[config.mk]
export PLATFORM = sky130hd
export DESIGN_NAME = ind_reg_bridge
export DESIGN_NICKNAME = d
export VERILOG_FILES = /design/src/rtl/ibr_pkg.sv /design/src/rtl/ibr_host_decode.sv /design/src/rtl/ibr_xact_fsm.sv /design/src/rtl/ibr_status.sv /design/src/rtl/ind_reg_bridge.sv
export SDC_FILE = /design/constraint.sdc
export NUM_CORES = 1
export LEC_CHECK = 0
export BUFFER_PORTS_ARGS = -buffer_cell sky130_fd_sc_hd__clkbuf_2
export CAP_MARGIN = 20
export CORE_MARGIN = 2
export CORE_UTILIZATION = 49
export DETAILED_ROUTE_END_ITERATION = 16
export HOLD_SLACK_MARGIN = 0.06
export PLACE_DENSITY = 0.86
export SETUP_SLACK_MARGIN = 0.3
export SYNTH_ARGS = -nofsm -noshare
export SYNTH_HDL_FRONTEND = slang
export SYNTH_SLANG_ARGS = --single-unit
[constraint.sdc]
create_clock -name clk -period 2.05 [get_ports clk]
set_input_delay 0.41 -clock clk [delete_from_list [all_inputs] [get_ports clk]]
set_output_delay 0.41 -clock clk [all_outputs]
set_load 0.03 [all_outputs]
[src/rtl/ibr_pkg.sv]
`timescale 1ns/1ps
package ibr_pkg;
    localparam int BUS_AW        = 32;
    localparam int BUS_DW        = 32;
    localparam int SZ_W          = 4;
    localparam int HOST_DW       = 64;
    localparam int SEL_LSB       = 3;
    localparam int CMD_RD_BIT    = 48;
    localparam int CMD_SZ_LSB    = 56;
    localparam int STAT_DONE_BIT = 11;
    localparam int STAT_DATA_LSB = 26;
    localparam int DATA_LSB      = 32;

    typedef enum logic [1:0] {
        ST_IDLE  = 2'd0,
        ST_ISSUE = 2'd1,
        ST_AWAIT = 2'd2
    } xact_state_e;

    typedef enum logic [1:0] {
        SEL_CTRL = 2'd0,
        SEL_RST  = 2'd1,
        SEL_STAT = 2'd2,
        SEL_DATA = 2'd3
    } reg_sel_e;

    typedef struct packed {
        logic              is_rd;
        logic [SZ_W-1:0]   size;
        logic [BUS_AW-1:0] addr;
    } cmd_t;
endpackage

[src/rtl/ibr_host_decode.sv]
`timescale 1ns/1ps
module ibr_host_decode
    import ibr_pkg::*;
#(
    parameter int HOST_AW = 5
) (
    input  logic               clk,
    input  logic               rst,
    input  logic               host_we,
    input  logic               host_re,
    input  logic [HOST_AW-1:0] host_addr,
    input  logic [HOST_DW-1:0] host_wdata,
    output logic [HOST_DW-1:0] host_rdata,
    input  logic [HOST_DW-1:0] stat_word,
    output logic               cmd_strobe,
    output cmd_t               cmd,
    output logic               stat_rd,
    output logic [BUS_DW-1:0]  data_q
);
    reg_sel_e sel;
    logic     unused_addr_bits;

    assign sel              = reg_sel_e'(host_addr[SEL_LSB+1:SEL_LSB]);
    assign unused_addr_bits = ^{host_addr};

    assign cmd_strobe = host_we && (sel == SEL_CTRL);
    assign stat_rd    = host_re && (sel == SEL_STAT);
    assign cmd.is_rd  = host_wdata[CMD_RD_BIT];
    assign cmd.size   = host_wdata[CMD_SZ_LSB +: SZ_W];
    assign cmd.addr   = host_wdata[BUS_AW-1:0];

    always_ff @(posedge clk) begin
        if (rst) begin
            data_q <= '0;
        end else if (host_we && (sel == SEL_DATA)) begin
            data_q <= host_wdata[DATA_LSB +: BUS_DW];
        end
    end

    always_comb begin
        host_rdata = '0;
        if (host_re) begin
            unique case (sel)
                SEL_CTRL, SEL_RST: host_rdata = '0;
                SEL_STAT:          host_rdata = stat_word;
                SEL_DATA:          host_rdata = {data_q, {DATA_LSB{1'b0}}};
                default:           host_rdata = '0;
            endcase
        end
    end
endmodule

[src/rtl/ibr_xact_fsm.sv]
`timescale 1ns/1ps
module ibr_xact_fsm
    import ibr_pkg::*;
#(
    parameter int MAX_BYTES = 8
) (
    input  logic              clk,
    input  logic              rst,
    input  logic              cmd_strobe,
    input  cmd_t              cmd,
    input  logic [BUS_DW-1:0] data_q,
    output logic              bus_req_valid,
    input  logic              bus_req_ready,
    output logic              bus_req_write,
    output logic [BUS_AW-1:0] bus_req_addr,
    output logic [SZ_W-1:0]   bus_req_size,
    output logic [BUS_DW-1:0] bus_req_wdata,
    input  logic              bus_rsp_valid,
    input  logic              bus_rsp_err,
    input  logic [BUS_DW-1:0] bus_rsp_rdata,
    output logic              accept,
    output logic              busy,
    output logic              post,
    output logic              post_rd,
    output logic              post_err,
    output logic [BUS_DW-1:0] post_data
);
    localparam logic [SZ_W-1:0] MAX_SZ = SZ_W'(MAX_BYTES);

    xact_state_e       state, state_n;
    cmd_t              lat_cmd;
    logic [BUS_DW-1:0] lat_wdata;

    always_ff @(posedge clk) begin
        if (rst) state <= ST_IDLE;
        else     state <= state_n;
    end

    always_ff @(posedge clk) begin
        if (rst) begin
            lat_cmd   <= '0;
            lat_wdata <= '0;
        end else if (accept) begin
            lat_cmd   <= cmd;
            lat_wdata <= data_q;
        end
    end

    always_comb begin
        state_n       = state;
        accept        = 1'b0;
        post          = 1'b0;
        bus_req_valid = 1'b0;
        unique case (state)
            ST_IDLE: begin
                if (cmd_strobe && (cmd.size <= MAX_SZ)) begin
                    accept  = 1'b1;
                    state_n = ST_ISSUE;
                end
            end
            ST_ISSUE: begin
                bus_req_valid = 1'b1;
                if (bus_req_ready) state_n = ST_AWAIT;
            end
            ST_AWAIT: begin
                if (bus_rsp_valid) begin
                    post    = 1'b1;
                    state_n = ST_IDLE;
                end
            end
            default: state_n = ST_IDLE;
        endcase
    end

    assign busy          = (state != ST_IDLE);
    assign bus_req_write = ~lat_cmd.is_rd;
    assign bus_req_addr  = lat_cmd.addr;
    assign bus_req_size  = lat_cmd.size;
    assign bus_req_wdata = lat_wdata;
    assign post_rd       = lat_cmd.is_rd;
    assign post_err      = bus_rsp_err;
    assign post_data     = bus_rsp_rdata;

    AST_REQ_HOLD: assert property (@(posedge clk) disable iff (rst)
        bus_req_valid && !bus_req_ready |=> bus_req_valid && $stable(bus_req_addr)
            && $stable(bus_req_size) && $stable(bus_req_write)) else $error("req hold");
    AST_REQ_DROP: assert property (@(posedge clk) disable iff (rst)
        bus_req_valid && bus_req_ready |=> !bus_req_valid) else $error("req drop");
    AST_SIZE_LIMIT: assert property (@(posedge clk) disable iff (rst)
        bus_req_valid |-> bus_req_size <= MAX_SZ) else $error("size limit");
endmodule

[src/rtl/ibr_status.sv]
`timescale 1ns/1ps
module ibr_status
    import ibr_pkg::*;
(
    input  logic               clk,
    input  logic               rst,
    input  logic               accept,
    input  logic               stat_rd,
    input  logic               post,
    input  logic               post_rd,
    input  logic               post_err,
    input  logic [BUS_DW-1:0]  post_data,
    output logic [HOST_DW-1:0] stat_word
);
    logic              done_q;
    logic [BUS_DW-1:0] sdata_q;

    always_ff @(posedge clk) begin
        if (rst) begin
            done_q  <= 1'b0;
            sdata_q <= '0;
        end else if (post) begin
            done_q <= 1'b1;
            if (!post_rd)      sdata_q <= '0;
            else if (post_err) sdata_q <= '1;
            else               sdata_q <= post_data;
        end else if (stat_rd || accept) begin
            done_q  <= 1'b0;
            sdata_q <= '0;
        end
    end

    assign stat_word = (HOST_DW'(sdata_q) << STAT_DATA_LSB)
                     | (HOST_DW'(done_q) << STAT_DONE_BIT);

    AST_POST_DONE: assert property (@(posedge clk) disable iff (rst)
        post |=> done_q) else $error("post done");
    AST_FAIL_ONES: assert property (@(posedge clk) disable iff (rst)
        post && post_rd && post_err |=> sdata_q == '1) else $error("fail ones");
    AST_CLEAR_READ: assert property (@(posedge clk) disable iff (rst)
        stat_rd && !post |=> !done_q && sdata_q == '0) else $error("clear on read");
endmodule

[src/rtl/ind_reg_bridge.sv]
`timescale 1ns/1ps
module ind_reg_bridge
    import ibr_pkg::*;
#(
    parameter int HOST_AW   = 5,
    parameter int MAX_BYTES = 8
) (
    input  logic               clk,
    input  logic               rst,
    input  logic               host_we,
    input  logic               host_re,
    input  logic [HOST_AW-1:0] host_addr,
    input  logic [63:0]        host_wdata,
    output logic [63:0]        host_rdata,
    output logic               bus_req_valid,
    input  logic               bus_req_ready,
    output logic               bus_req_write,
    output logic [31:0]        bus_req_addr,
    output logic [3:0]         bus_req_size,
    output logic [31:0]        bus_req_wdata,
    input  logic               bus_rsp_valid,
    input  logic               bus_rsp_err,
    input  logic [31:0]        bus_rsp_rdata
);
    logic               cmd_strobe, stat_rd, accept, busy;
    logic               post, post_rd, post_err;
    cmd_t               cmd;
    logic [BUS_DW-1:0]  data_q, post_data;
    logic [HOST_DW-1:0] stat_word;

    ibr_host_decode #(.HOST_AW(HOST_AW)) u_dec (
        .clk(clk), .rst(rst), .host_we(host_we), .host_re(host_re),
        .host_addr(host_addr), .host_wdata(host_wdata), .host_rdata(host_rdata),
        .stat_word(stat_word), .cmd_strobe(cmd_strobe), .cmd(cmd),
        .stat_rd(stat_rd), .data_q(data_q)
    );

    ibr_xact_fsm #(.MAX_BYTES(MAX_BYTES)) u_fsm (
        .clk(clk), .rst(rst), .cmd_strobe(cmd_strobe), .cmd(cmd), .data_q(data_q),
        .bus_req_valid(bus_req_valid), .bus_req_ready(bus_req_ready),
        .bus_req_write(bus_req_write), .bus_req_addr(bus_req_addr),
        .bus_req_size(bus_req_size), .bus_req_wdata(bus_req_wdata),
        .bus_rsp_valid(bus_rsp_valid), .bus_rsp_err(bus_rsp_err),
        .bus_rsp_rdata(bus_rsp_rdata), .accept(accept), .busy(busy),
        .post(post), .post_rd(post_rd), .post_err(post_err), .post_data(post_data)
    );

    ibr_status u_stat (
        .clk(clk), .rst(rst), .accept(accept), .stat_rd(stat_rd), .post(post),
        .post_rd(post_rd), .post_err(post_err), .post_data(post_data),
        .stat_word(stat_word)
    );

    AST_QUIET_WHILE_BUSY: assert property (@(posedge clk) disable iff (rst)
        busy |-> stat_word == '0) else $error("status not quiet");
    AST_IGNORE_BUSY_CMD: assert property (@(posedge clk) disable iff (rst)
        busy && cmd_strobe |-> !accept) else $error("busy accept");
endmodule

==> implementation parameters, run 1 <==
Parameter                              Value

Status
  Result of the run    finished, final reports clean

Worst setup path
  CP required    1.64 ns
  Classification of the worst setup path    in -> out
  Worst Path Max Fanout    17
  Largest delay share family, worst path    buffers and inverters
  Sort of element at the end of the critical path    output pin
  Series of cell instances along the critical path    clkbuf_2 > buf_12 > mux2i_1 > nor2_1 > clkbuf_2
  Kind of start point of the critical path    input pin
  WP buf/inv    3
  Crit path arrival time    1.32 ns
  Library cell contributing the largest single delay on the critical path    sky130_fd_sc_hd__mux2i_1
  Slowest cell delay on critical path    0.25 ns
  Most common cell on crit path    sky130_fd_sc_hd__clkbuf_2

Die
  Die height    115 um
  Initial core utilization    50.1%
  Io pins    242
  Width of the chip    115 um
  Area of the core    12000 sq um
  Area enclosed by the die boundary    13100 sq um
  Std-Cell Rows    40

Layout
  Share of post-route cells with drive strength above 1    30.4%
  Final nets    1008
  Area delta synth->final    30.0%
  Filler cells    988
  Combined area of the multi-input logic cells    2820 sq um
  Area taken by flip-flops and latches    2720 sq um
  Final instance count without filler cells    1060

Power
  Leakage power    3.38 nW
  Max IR drop VDD    0.490 mV
  Power per standard cell area    885 nW/um^2

Routing
  Number of detailed-route iterations in the first pass    5
  Total vias in the final route    5293
  DRC violation total after the first TritonRoute iteration    454
  DRC violations left    0
  Average detailed-routed wire length per instance    15.2 um
  Wirelength, routed    16.1 mm
  Per-cell via count in the routed design    4.99
  Routed Antenna Nets    0

Yosys
  Share of synthesized area spent on multiplexers    15.5%
  Compound-Gate Fraction of Synth Area    8.54%
  YS warnings    0
  Combined area of all synthesized cells    5990 sq um
  Number of distinct library cells after synthesis    27
  Synthesized area per cell    8.53 sq um
  Synthesized flop and latch total    136
  Syn Inst Count    703
  Sequential cell area fraction in the yosys report    45.4%
  Combinational family with the most area after synthesis    simple AND/OR/NAND/NOR gates
  Xor and xnor fraction of the mapped netlist area    0%
  Post-synthesis adder-cell area fraction    0%
  Area share of and/or/nand/nor cells after synthesis    21.1%

Worst hold path
  Worst min path class    in -> reg

Global routing
  Global route total overflow    0
  Number of global-route vias before repair    5037
  Global-route usage over all layers    24.5%
  Largest net degree at the start of global routing    72
  Initial antenna violation count    1
  First-pass GRT wire length    24.9 mm

Place
  Count of input and output buffers    213
  # placed instances    1027
  GP Congestion    0.777
  Total half-perimeter wirelength after legalization and detailed placement    10.7 mm

STA
  Final Hold Vio Count    0
  Count of endpoints failing setup in the final report    0
  Max Freq    579 MHz
  Tcrit/Tclk final    84.3%
  Max-slew violation count    0
  Headroom to the max-slew limit    55.5%
  Setup TNS    0 ns
  Clock period minus final worst setup slack    1.73 ns
  Worst clock skew    0.00664 ns
  Setup repair after global routing missed its margin    false
  Worst-Margin Slew    0.667 ns

Clock tree
  Number of post-CTS setup repair buffers    0
  TritonCTS Buffers    17
  CTS Buffer Depth    2
  Cell chosen for the clock root    sky130_fd_sc_hd__clkbuf_16
  Htree depth    4
  CTS tree    done
  Count of clock tree sinks    136
  Worst-path clk slew    0.06 ns
  Worst skew pair latency    0.43 ns

Run
  Number of max-cap violations    0
cells by family (layout without fill, tap and decap cells):
kind of cell	count (synthesis)	in the layout
buffers and inverters	83	268
AOI/OAI and AO/OA	71	71
DFF	136	136
other	1	26
muxes	93	93
and+or+nand+nor	319	319
final cells by class:
| type | count | share of cell area (%) |
|---|---|---|
| antenna | 1 | 0.0321 |
| clock buffer | 19 | 5.68 |
| timing repair buffer | 235 | 17.4 |
| clock inverter | 12 | 3.18 |
| tap | 147 | 2.36 |
| inverter | 2 | 0.128 |
| sequential | 136 | 34.9 |
| multi-input combinational | 508 | 36.2 |
repair_timing:
action / in CTS / in global routing
hold buffers: 0 / 0
endpoints found under the setup margin: 0 / 9
resized for setup: 0 / 7
synth_stat cells:
cell,number,share of area [%]
sky130_fd_sc_hd__a21oi_1,32,2.7
sky130_fd_sc_hd__buf_12,8,2.7
sky130_fd_sc_hd__nand2_1,233,15
sky130_fd_sc_hd__o21a_1,1,0.13
sky130_fd_sc_hd__buf_2,14,1.2
sky130_fd_sc_hd__o32ai_1,32,4.7
sky130_fd_sc_hd__buf_4,27,3.4
sky130_fd_sc_hd__o32ai_2,2,0.54
sky130_fd_sc_hd__and2_1,8,0.83
sky130_fd_sc_hd__clkinv_1,1,0.063
sky130_fd_sc_hd__nor4_2,1,0.21
sky130_fd_sc_hd__nand2b_1,1,0.10
sky130_fd_sc_hd__mux2i_1,92,15
sky130_fd_sc_hd__dfxtp_1,136,45
sky130_fd_sc_hd__mux2_1,1,0.19
sky130_fd_sc_hd__and3_1,8,0.83
sky130_fd_sc_hd__inv_1,1,0.063
sky130_fd_sc_hd__o31ai_1,1,0.13
sky130_fd_sc_hd__nor2b_1,4,0.42
sky130_fd_sc_hd__o21ai_1,1,0.083
sky130_fd_sc_hd__nand3b_1,1,0.13
sky130_fd_sc_hd__conb_1,1,0.063
sky130_fd_sc_hd__nor2_1,62,3.9
sky130_fd_sc_hd__a22oi_1,1,0.13
sky130_fd_sc_hd__clkbuf_1,32,2.0
sky130_fd_sc_hd__nand3_1,1,0.083
sky130_fd_sc_hd__o221a_2,1,0.19
layout by cell type, fill, tap and decap left out, types with 2 or more instances in the layout:
cell | Yosys | final
sky130_fd_sc_hd__a21oi_1 | 32 | 32
sky130_fd_sc_hd__and2_1 | 8 | 8
sky130_fd_sc_hd__and3_1 | 8 | 7
sky130_fd_sc_hd__buf_12 | 8 | 7
sky130_fd_sc_hd__buf_2 | 14 | 3
sky130_fd_sc_hd__buf_4 | 27 | 13
sky130_fd_sc_hd__bufinv_16 | 0 | 7
sky130_fd_sc_hd__clkbuf_16 | 0 | 18
sky130_fd_sc_hd__clkbuf_2 | 0 | 209
sky130_fd_sc_hd__clkinv_4 | 0 | 2
sky130_fd_sc_hd__clkinvlp_4 | 0 | 2
sky130_fd_sc_hd__conb_1 | 1 | 25
sky130_fd_sc_hd__dfxtp_1 | 136 | 136
sky130_fd_sc_hd__mux2i_1 | 92 | 92
sky130_fd_sc_hd__nand2_1 | 233 | 232
sky130_fd_sc_hd__nor2_1 | 62 | 58
sky130_fd_sc_hd__nor2_2 | 0 | 4
sky130_fd_sc_hd__nor2b_1 | 4 | 4
sky130_fd_sc_hd__o32ai_1 | 32 | 32
sky130_fd_sc_hd__o32ai_2 | 2 | 2
path summary, 6_finish.rpt:
kind         cells past startpoint  slack [ns]                                 from                             endpoint
max                              5        0.32                         host_addr[3]                       host_rdata[44]
min                              3        0.19                       host_wdata[42]        u_dec.data_q[10]$_SDFFE_PP0P_
max reg2reg                      4        0.45          u_fsm.state[1]$_SDFFE_PP0P_  u_fsm.bus_req_addr[12]$_SDFFE_PP0P_
min reg2reg                      2        0.45  u_fsm.bus_req_wdata[6]$_SDFFE_PP0P_  u_fsm.bus_req_wdata[6]$_SDFFE_PP0P_
metal layers:
metal	vias up	GRT usage (%)	wire length [um]
li1	2668	-	-
met1	2409	29.4	6680
met2	184	40.8	8130
met3	32	6.51	929
met4	0	11.5	400
met5	-	0	0
worst reg2reg max path: stages, from the launching register on:
cell,delay [ns]
sky130_fd_sc_hd__dfxtp_1,0.35
sky130_fd_sc_hd__nor4_2,0.34
sky130_fd_sc_hd__and3_4,0.35
sky130_fd_sc_hd__buf_16,0.22
sky130_fd_sc_hd__mux2i_1,0.26
per-stage QoR:
| stage | setup WS [ns] | util, % | area (sq um) | total power, mW | hold slack, ns |
|---|---|---|---|---|---|
| detailed placement | 0.304 | 59.0 | 7060 | 3.34 | 0.446 |
| finish | 0.322 | 65.1 | 7790 | 6.89 | 0.194 |
| global route | 0.305 | 65.1 | 7790 | 7.09 | 0.200 |
| global placement | 0.353 | 59.0 | 7060 | 3.33 | 0.442 |
| CTS | 0.314 | 64.8 | 7750 | 6.92 | 0.185 |
| floorplan | 0.315 | - | 6090 | 3.17 | 0.441 |
registers in the layout, summed over array words and instances, names as in the netlist:
name and flops:
u_stat.done_q 1, u_stat.sdata_q 32, u_fsm.bus_req_size 4, u_fsm.bus_req_addr 32
u_fsm.post_rd 1, u_fsm.state 2, u_fsm.bus_req_wdata 32, u_dec.data_q 32
power breakdown:
group	switching, mW	internal (mW)	total, mW
clock network	1.17	2.43	3.60
registers	0.0277	2.69	2.71
logic	0.372	0.206	0.578
(Power assumes the default switching activity.)
==> run 2: changes to the inputs <==
- CORE_UTILIZATION: 49 -> 44
- PLACE_DENSITY: 0.86 -> 0.82
- clock period: 2.05 -> 1.45 ns (I/O delays scaled with it)
==> run 2 against run 1 <==
Critical path type is now reg -> out; largest power group unchanged; non-clock buffer count rose by 119; die area rose by 11%; critical path depth fell by 2; utilization rose by 15 points; sequential cell count did not move; largest cell class is now non-clock buffers; sequential power rose by 42%; the run now ends with setup timing left; global-route usage rose by 5.4 points; sequential share of layout area fell by 8.1 points.
==> implementation parameters, run 2 (synthesized netlist as in run 1, its figures left out) <==
Parameter                              Value

Status
  Result of the run    finished with violations
  Violations in the final reports    setup timing

Worst setup path
  Kind of start point of the critical path    register
  CP required    1.16 ns (-0.48 ns)
  Beginning of the worst register-to-register path    u_fsm.state[1]$_SDFFE_PP0P_
  Sort of element at the end of the critical path    output pin
  End point of the critical path    host_rdata[45]
  Register-to-Register Path Depth    5 (+1)
  Worst Path Max Fanout    2 (-15)
  Crit path arrival time    1.22 ns (-0.10 ns)
  Crit path from    u_stat.sdata_q[19]$_SDFFE_PP0P_
  R2R setup slack    -0.06 ns (-0.51 ns)
  Classification of the worst setup path    reg -> out
  Reg-to-reg endpoint    u_fsm.bus_req_wdata[29]$_SDFFE_PP0P_

Place
  Place WS    -0.198 ns (-0.502 ns)
  # placed instances    1072 (+4.4%)
  Total half-perimeter wirelength after legalization and detailed placement    11.4 mm (+6.2%)
  Placed inst area    7480 sq um (+5.9%)
  GP Congestion    0.789 (+1.6%)
  Count of input and output buffers    213 (unchanged)

Layout
  Area delta synth->final    78.7%
  Final nets    1128 (+12%)
  Final Cell Area    10700 sq um (+38%)
  Most used cells in the layout excluding fill and tap cells    sky130_fd_sc_hd__nand2_1, sky130_fd_sc_hd__dfxtp_2, sky130_fd_sc_hd__clkbuf_2, sky130_fd_sc_hd__buf_4, sky130_fd_sc_hd__buf_8
  Share of post-route cells with drive strength above 1    56.2% (+26 points)
  Commonest non-fill, non-tap cell in the layout    sky130_fd_sc_hd__nand2_1
  Share of the core filled with cells    80.6% (+15 points)
  Ant diodes    0 (-1)
  Final instance count without filler cells    1209 (+14%)

Power
  Part of the power in combinational logic    13.0% (+4.6 points)
  Internal power of the cells    7.30 mW (+37%)
  Power per standard cell area    912 nW/um^2 (+3.1%)
  Sequential share of power    39.5% (about the same)
  Leakage power    4.46 nW (+32%)
  Sw power    2.47 mW (+57%)
  Max IR drop VDD    0.785 mV (+60%)
  Switching share of total power    25.3% (+2.5 points)
  Total chip power    9.77 mW (+42%)
  Fraction of power consumed by the clock network    47.5% (-4.7 points)

STA
  Worst hold-check slack    0.0690 ns (-0.125 ns)
  Max Freq    663 MHz
  Clock period minus final worst setup slack    1.51 ns
  Worst clock skew    0.00849 ns (+0.00185 ns)
  Setup repair after global routing missed its margin    true
  Count of endpoints failing setup in the final report    15 (+15)
  Final Hold Vio Count    0 (unchanged)
  Tcrit/Tclk final    104%
  Headroom to the max-slew limit    66.1% (+11 points)
  Worst-Margin Slew    0.504 ns (-0.163 ns)
  Setup TNS    -0.327 ns (-0.327 ns)
  Setup ws final    -0.0588 ns (-0.380 ns)
  Max-slew violation count    0 (unchanged)

Clock tree
  Worst-path clk slew    0.06 ns (about the same)
  CTS tree    done
  Htree depth    4 (unchanged)
  CTS Buffer Depth    2 (unchanged)
  Cell chosen for the clock root    sky130_fd_sc_hd__clkbuf_16
  Worst skew pair latency    0.44 ns (about the same)
  Number of buffers inserted by hold repair at cts    0 (unchanged)
  TritonCTS Buffers    17 (unchanged)
  Count of clock tree sinks    136 (unchanged)

Die
  Std-Cell Rows    42 (+5.0%)
  Die height    121 um (+5.3%)
  Area enclosed by the die boundary    14600 sq um (+11%)
  Initial core utilization    45.1% (-5.0 points)
  Width of the chip    121 um (+5.3%)
  Io pins    242 (unchanged)
  Area of the core    13300 sq um (+11%)

Global routing
  Number of global-route vias before repair    6516 (+29%)
  Largest net degree at the start of global routing    63 (-13%)
  Global route total overflow    0 (unchanged)
  Initial antenna violation count    1 (unchanged)
  First-pass GRT wire length    33.6 mm (+35%)
  Global-route usage over all layers    29.9% (+5.4 points)

Routing
  Wirelength, routed    24.4 mm (+51%)
  Per-cell via count in the routed design    5.38 (+7.8%)
  Total vias in the final route    6507 (+23%)
  DRC violations left    0 (unchanged)
  Routed Antenna Nets    0 (unchanged)
  DRC violation total after the first TritonRoute iteration    447 (-1.5%)
  Average detailed-routed wire length per instance    20.2 um (+32%)
  Number of detailed-route iterations in the first pass    8 (+3)

Worst hold path
  Hold Path Cell Cnt    3 (unchanged)
  Worst min path class    in -> reg

Run
  Number of max-cap violations    0 (unchanged)
-- run 2: cell types whose count changed in the layout (fill, tap and decap cells not counted), moves of 13 or more --
cell                       change
sky130_fd_sc_hd__dfxtp_1     -121
sky130_fd_sc_hd__clkbuf_8     +16
sky130_fd_sc_hd__buf_8        +93
sky130_fd_sc_hd__mux2i_1      -17
sky130_fd_sc_hd__clkbuf_2    -107
sky130_fd_sc_hd__nor2_1       -23
sky130_fd_sc_hd__buf_4        +89
sky130_fd_sc_hd__dfxtp_2     +119
sky130_fd_sc_hd__nor2_4       +13
sky130_fd_sc_hd__mux2i_4      +13
-- run 2: cell type report --
cell class,instances,area [sq um]
Timing Repair Buffer,354,3720
Multi-Input combinational cell,509,3260
Sequential cell,136,2880
Fill cell,680,2580
Clock buffer,20,447
Tap cell,176,220
Clock inverter,12,175
Inverter,2,10.0
-- run 2: routing by layer --
layer / wire length (um) / vias up / track usage [%] / share of wire (%)
met5: 13 / - / 0 / 0.053
met3: 1680 / 116 / 8.63 / 6.9
met1: 8530 / 3103 / 31.4 / 35
met4: 1150 / 2 / 13.2 / 4.7
li1: - / 2937 / - / -
met2: 13000 / 349 / 54.9 / 53
-- run 2: what timing repair did --
| action | 4_1_cts | 5_1_grt |
|---|---|---|
| gates cloned | 10 | 3 |
| setup endpoints to repair | 212 | 212 |
| resized for setup | 392 | 113 |
| buffers inserted | 51 | 41 |
| pin swaps | 12 | 13 |
-- run 2: critical path, stage by stage (launching register included) --
cell and delay [ns]:
sky130_fd_sc_hd__dfxtp_1 0.38, sky130_fd_sc_hd__mux2i_4 0.10, sky130_fd_sc_hd__nor2_4 0.11, sky130_fd_sc_hd__clkbuf_4 0.20
-- run 2: worst min-delay path by stage --
stage          slack (ns)                            startpoint                              endpoint
2_1_floorplan        0.41                        host_wdata[59]    u_fsm.bus_req_size[0]$_SDFFE_PP0P_
3_3_place_gp         0.44  u_fsm.bus_req_wdata[28]$_SDFFE_PP0P_  u_fsm.bus_req_wdata[28]$_SDFFE_PP0P_
3_5_place_dp         0.45    u_fsm.bus_req_addr[9]$_SDFFE_PP0P_    u_fsm.bus_req_addr[9]$_SDFFE_PP0P_
4_1_cts              0.06                        host_wdata[49]         u_dec.data_q[17]$_SDFFE_PP0P_
5_1_grt              0.07                        host_wdata[46]         u_dec.data_q[14]$_SDFFE_PP0P_
6_report             0.07                        host_wdata[15]   u_fsm.bus_req_addr[15]$_SDFFE_PP0P_
-- run 2: power by group through the flow --
| stage | Sequential (mW) | Combinational, mW | Clock (mW) |
|---|---|---|---|
| 5_1_grt | 3.86 | 1.33 | 4.85 |
| 4_1_cts | 3.85 | 1.14 | 4.61 |
| 3_3_place_gp | 3.92 | 0.875 | 0 |
| 6_report | 3.86 | 1.27 | 4.64 |
| 2_1_floorplan | 3.97 | 0.567 | 0 |
| 3_5_place_dp | 3.92 | 0.885 | 0 |
==> run 3: changes to the inputs <==
- CORE_MARGIN: 2 -> 1
==> run 3 against run 2 <==
The run still ends with setup timing left; sequential cell count stayed put; highest routed layer is now met4; fmax is 1.3% lower; global-route usage down 2.4 points; cell area fell by 3.5%; setup slack worse by 0.020 ns; hold slack better by 0.0054 ns; sequential share of layout area up 1.0 points; sequential power about the same.
==> implementation parameters, run 3 (synthesized netlist as in run 1, its figures left out) <==
Parameter                              Value

Die
  Width of the chip    119 um (-1.7%)
  Die height    119 um (-1.7%)
  Initial core utilization    45.3% (+0.18 points)
  Area enclosed by the die boundary    14100 sq um (-3.3%)
  Std-Cell Rows    42 (unchanged)
  Area of the core    13200 sq um (-0.40%)
  Io pins    242 (unchanged)

Routing
  Total vias in the final route    6291 (-3.3%)
  Average detailed-routed wire length per instance    19.1 um (-5.0%)
  Number of detailed-route iterations in the first pass    5 (-3)
  Per-cell via count in the routed design    5.34 (-0.69%)
  DRC violation total after the first TritonRoute iteration    400 (-11%)
  Routed Antenna Nets    0 (unchanged)
  Wirelength, routed    22.5 mm (-7.5%)
  DRC violations left    0 (unchanged)

Layout
  Share of post-route cells with drive strength above 1    55.4% (-0.80 points)
  Final nets    1096 (-2.8%)
  Area delta synth->final    72.6%
  Most used cells in the layout excluding fill and tap cells    sky130_fd_sc_hd__nand2_1, sky130_fd_sc_hd__dfxtp_2, sky130_fd_sc_hd__clkbuf_2
  Final instance count without filler cells    1177 (-2.6%)
  Commonest non-fill, non-tap cell in the layout    sky130_fd_sc_hd__nand2_1
  Ant diodes    0 (unchanged)

STA
  Clock period minus final worst setup slack    1.53 ns (+0.0199 ns)
  Tcrit/Tclk final    105% (+1.4 points)
  Max Freq    654 MHz (-1.3%)
  Max-slew violation count    0 (unchanged)
  Setup ws final    -0.0787 ns (-0.0199 ns)
  Final Hold Vio Count    0 (unchanged)
  Worst hold-check slack    0.0744 ns (+0.00538 ns)
  Worst clock skew    0.00792 ns (-0.000571 ns)
  Count of endpoints failing setup in the final report    29 (+14)
  Setup repair after global routing missed its margin    true

Run
  Number of max-cap violations    0 (unchanged)

Place
  Count of input and output buffers    213 (unchanged)
  Total half-perimeter wirelength after legalization and detailed placement    11.2 mm (-1.5%)
  # placed instances    1078 (+0.56%)
  GP Congestion    0.812 (+2.8%)

Worst setup path
  Crit path arrival time    1.86 ns (+0.64 ns)
  Slowest cell delay on critical path    0.34 ns (-0.04 ns)
  CP required    1.78 ns (+0.62 ns)
  Library cell contributing the largest single delay on the critical path    sky130_fd_sc_hd__dfxtp_2
  Worst Path Max Fanout    8 (+6)
  Classification of the worst setup path    reg -> reg
  Kind of start point of the critical path    register
  Series of cell instances along the critical path    nor4_4 > and3_4 > buf_12 > clkbuf_16 > mux2i_1
  Sort of element at the end of the critical path    register

Status
  Result of the run    finished with violations
  Violations in the final reports    setup timing

Clock tree
  Cell chosen for the clock root    sky130_fd_sc_hd__clkbuf_16
  Worst-path clk slew    0.06 ns (about the same)
  CTS tree    done
  Worst skew pair latency    0.43 ns (about the same)
  TritonCTS Buffers    17 (unchanged)
  Count of clock tree sinks    136 (unchanged)
  Htree depth    4 (unchanged)
  CTS Buffer Depth    2 (unchanged)
  Number of buffers inserted by hold repair at cts    0 (unchanged)

Global routing
  Initial antenna violation count    0 (-1)
  Number of global-route vias before repair    5993 (-8.0%)
  First-pass GRT wire length    30.2 mm (-10%)
  Global-route usage over all layers    27.4% (-2.4 points)
  Largest net degree at the start of global routing    47 (-25%)
  Global route total overflow    0 (unchanged)

Power
  Max IR drop VDD    0.744 mV (-5.3%)
  Power per standard cell area    978 nW/um^2 (+7.2%)
  Leakage power    4.24 nW (-5.0%)

Worst hold path
  Worst min path class    in -> reg
## run 3: cell types whose count changed in the layout (fill, tap and decap cells not counted), sizes merged
cell,delta
bufinv,+3
clkinvlp,-1
clkinv,-2
clkbuf,+3
and3,-1
buf,-34
## run 3: what timing repair did
action | in CTS | in global routing
buffers inserted | 35 | 24
endpoints found under the setup margin | 212 | 212
gates cloned | 2 | 6
gates resized for setup | 292 | 228
pin swaps | 10 | 14
## run 3: critical path: cells and delay by family, from the launching register on
kind	cells	cell delay, ns
simple gates	2	0.51
buf+inv	2	0.34
flops	1	0.34
mux	1	0.23
## run 3: layer usage
layer	routed length (um)	up-vias	GRT usage, %
li1	-	2858	-
met1	8300	3039	30.2
met2	12200	313	49.6
met3	1120	81	6.47
met4	947	0	12.7
met5	0	-	0
## run 3: stage by stage
| step | worst slack, ns | power (mW) | setup TNS (ns) | utilization (%) | area, sq um |
|---|---|---|---|---|---|
| CTS | -0.0487 | 9.97 | -1.06 | 72.3 | 9580 |
| floorplan | 0.0284 | 4.53 | 0 | - | 6350 |
| finish | -0.0787 | 10.1 | -0.501 | 78.1 | 10300 |
| detailed placement | -0.174 | 4.81 | -14.26 | 56.8 | 7530 |
| global placement | -0.136 | 4.80 | -11.64 | 56.8 | 7530 |
| global route | -0.153 | 10.4 | -4.50 | 78.1 | 10300 |
## run 3: worst paths after layout
kind,slack [ns],end,cells past startpoint,start
setup / recovery,-0.08,u_fsm.bus_req_wdata[10]$_SDFFE_PP0P_,5,u_fsm.state[1]$_SDFFE_PP0P_
hold / removal,0.07,u_dec.data_q[2]$_SDFFE_PP0P_,3,host_wdata[34]
setup reg to reg,-0.08,u_fsm.bus_req_wdata[10]$_SDFFE_PP0P_,5,u_fsm.state[1]$_SDFFE_PP0P_
hold reg to reg,0.47,u_fsm.bus_req_addr[16]$_SDFFE_PP0P_,2,u_fsm.bus_req_addr[16]$_SDFFE_PP0P_
## run 3: report_power, final
part	internal (mW)	switching (mW)
clock	3.40	1.69
sequential	3.80	0.0532
combinational	0.518	0.654
## run 3: layout make-up
class,instances,area (sq um)
clock buffers,20,437
well taps,176,220
clock inverters,12,248
flip-flops and latches,136,2890
repair buffers,323,3300
fillers,735,2900
multi-input cells,508,3240
inverters,2,10.0
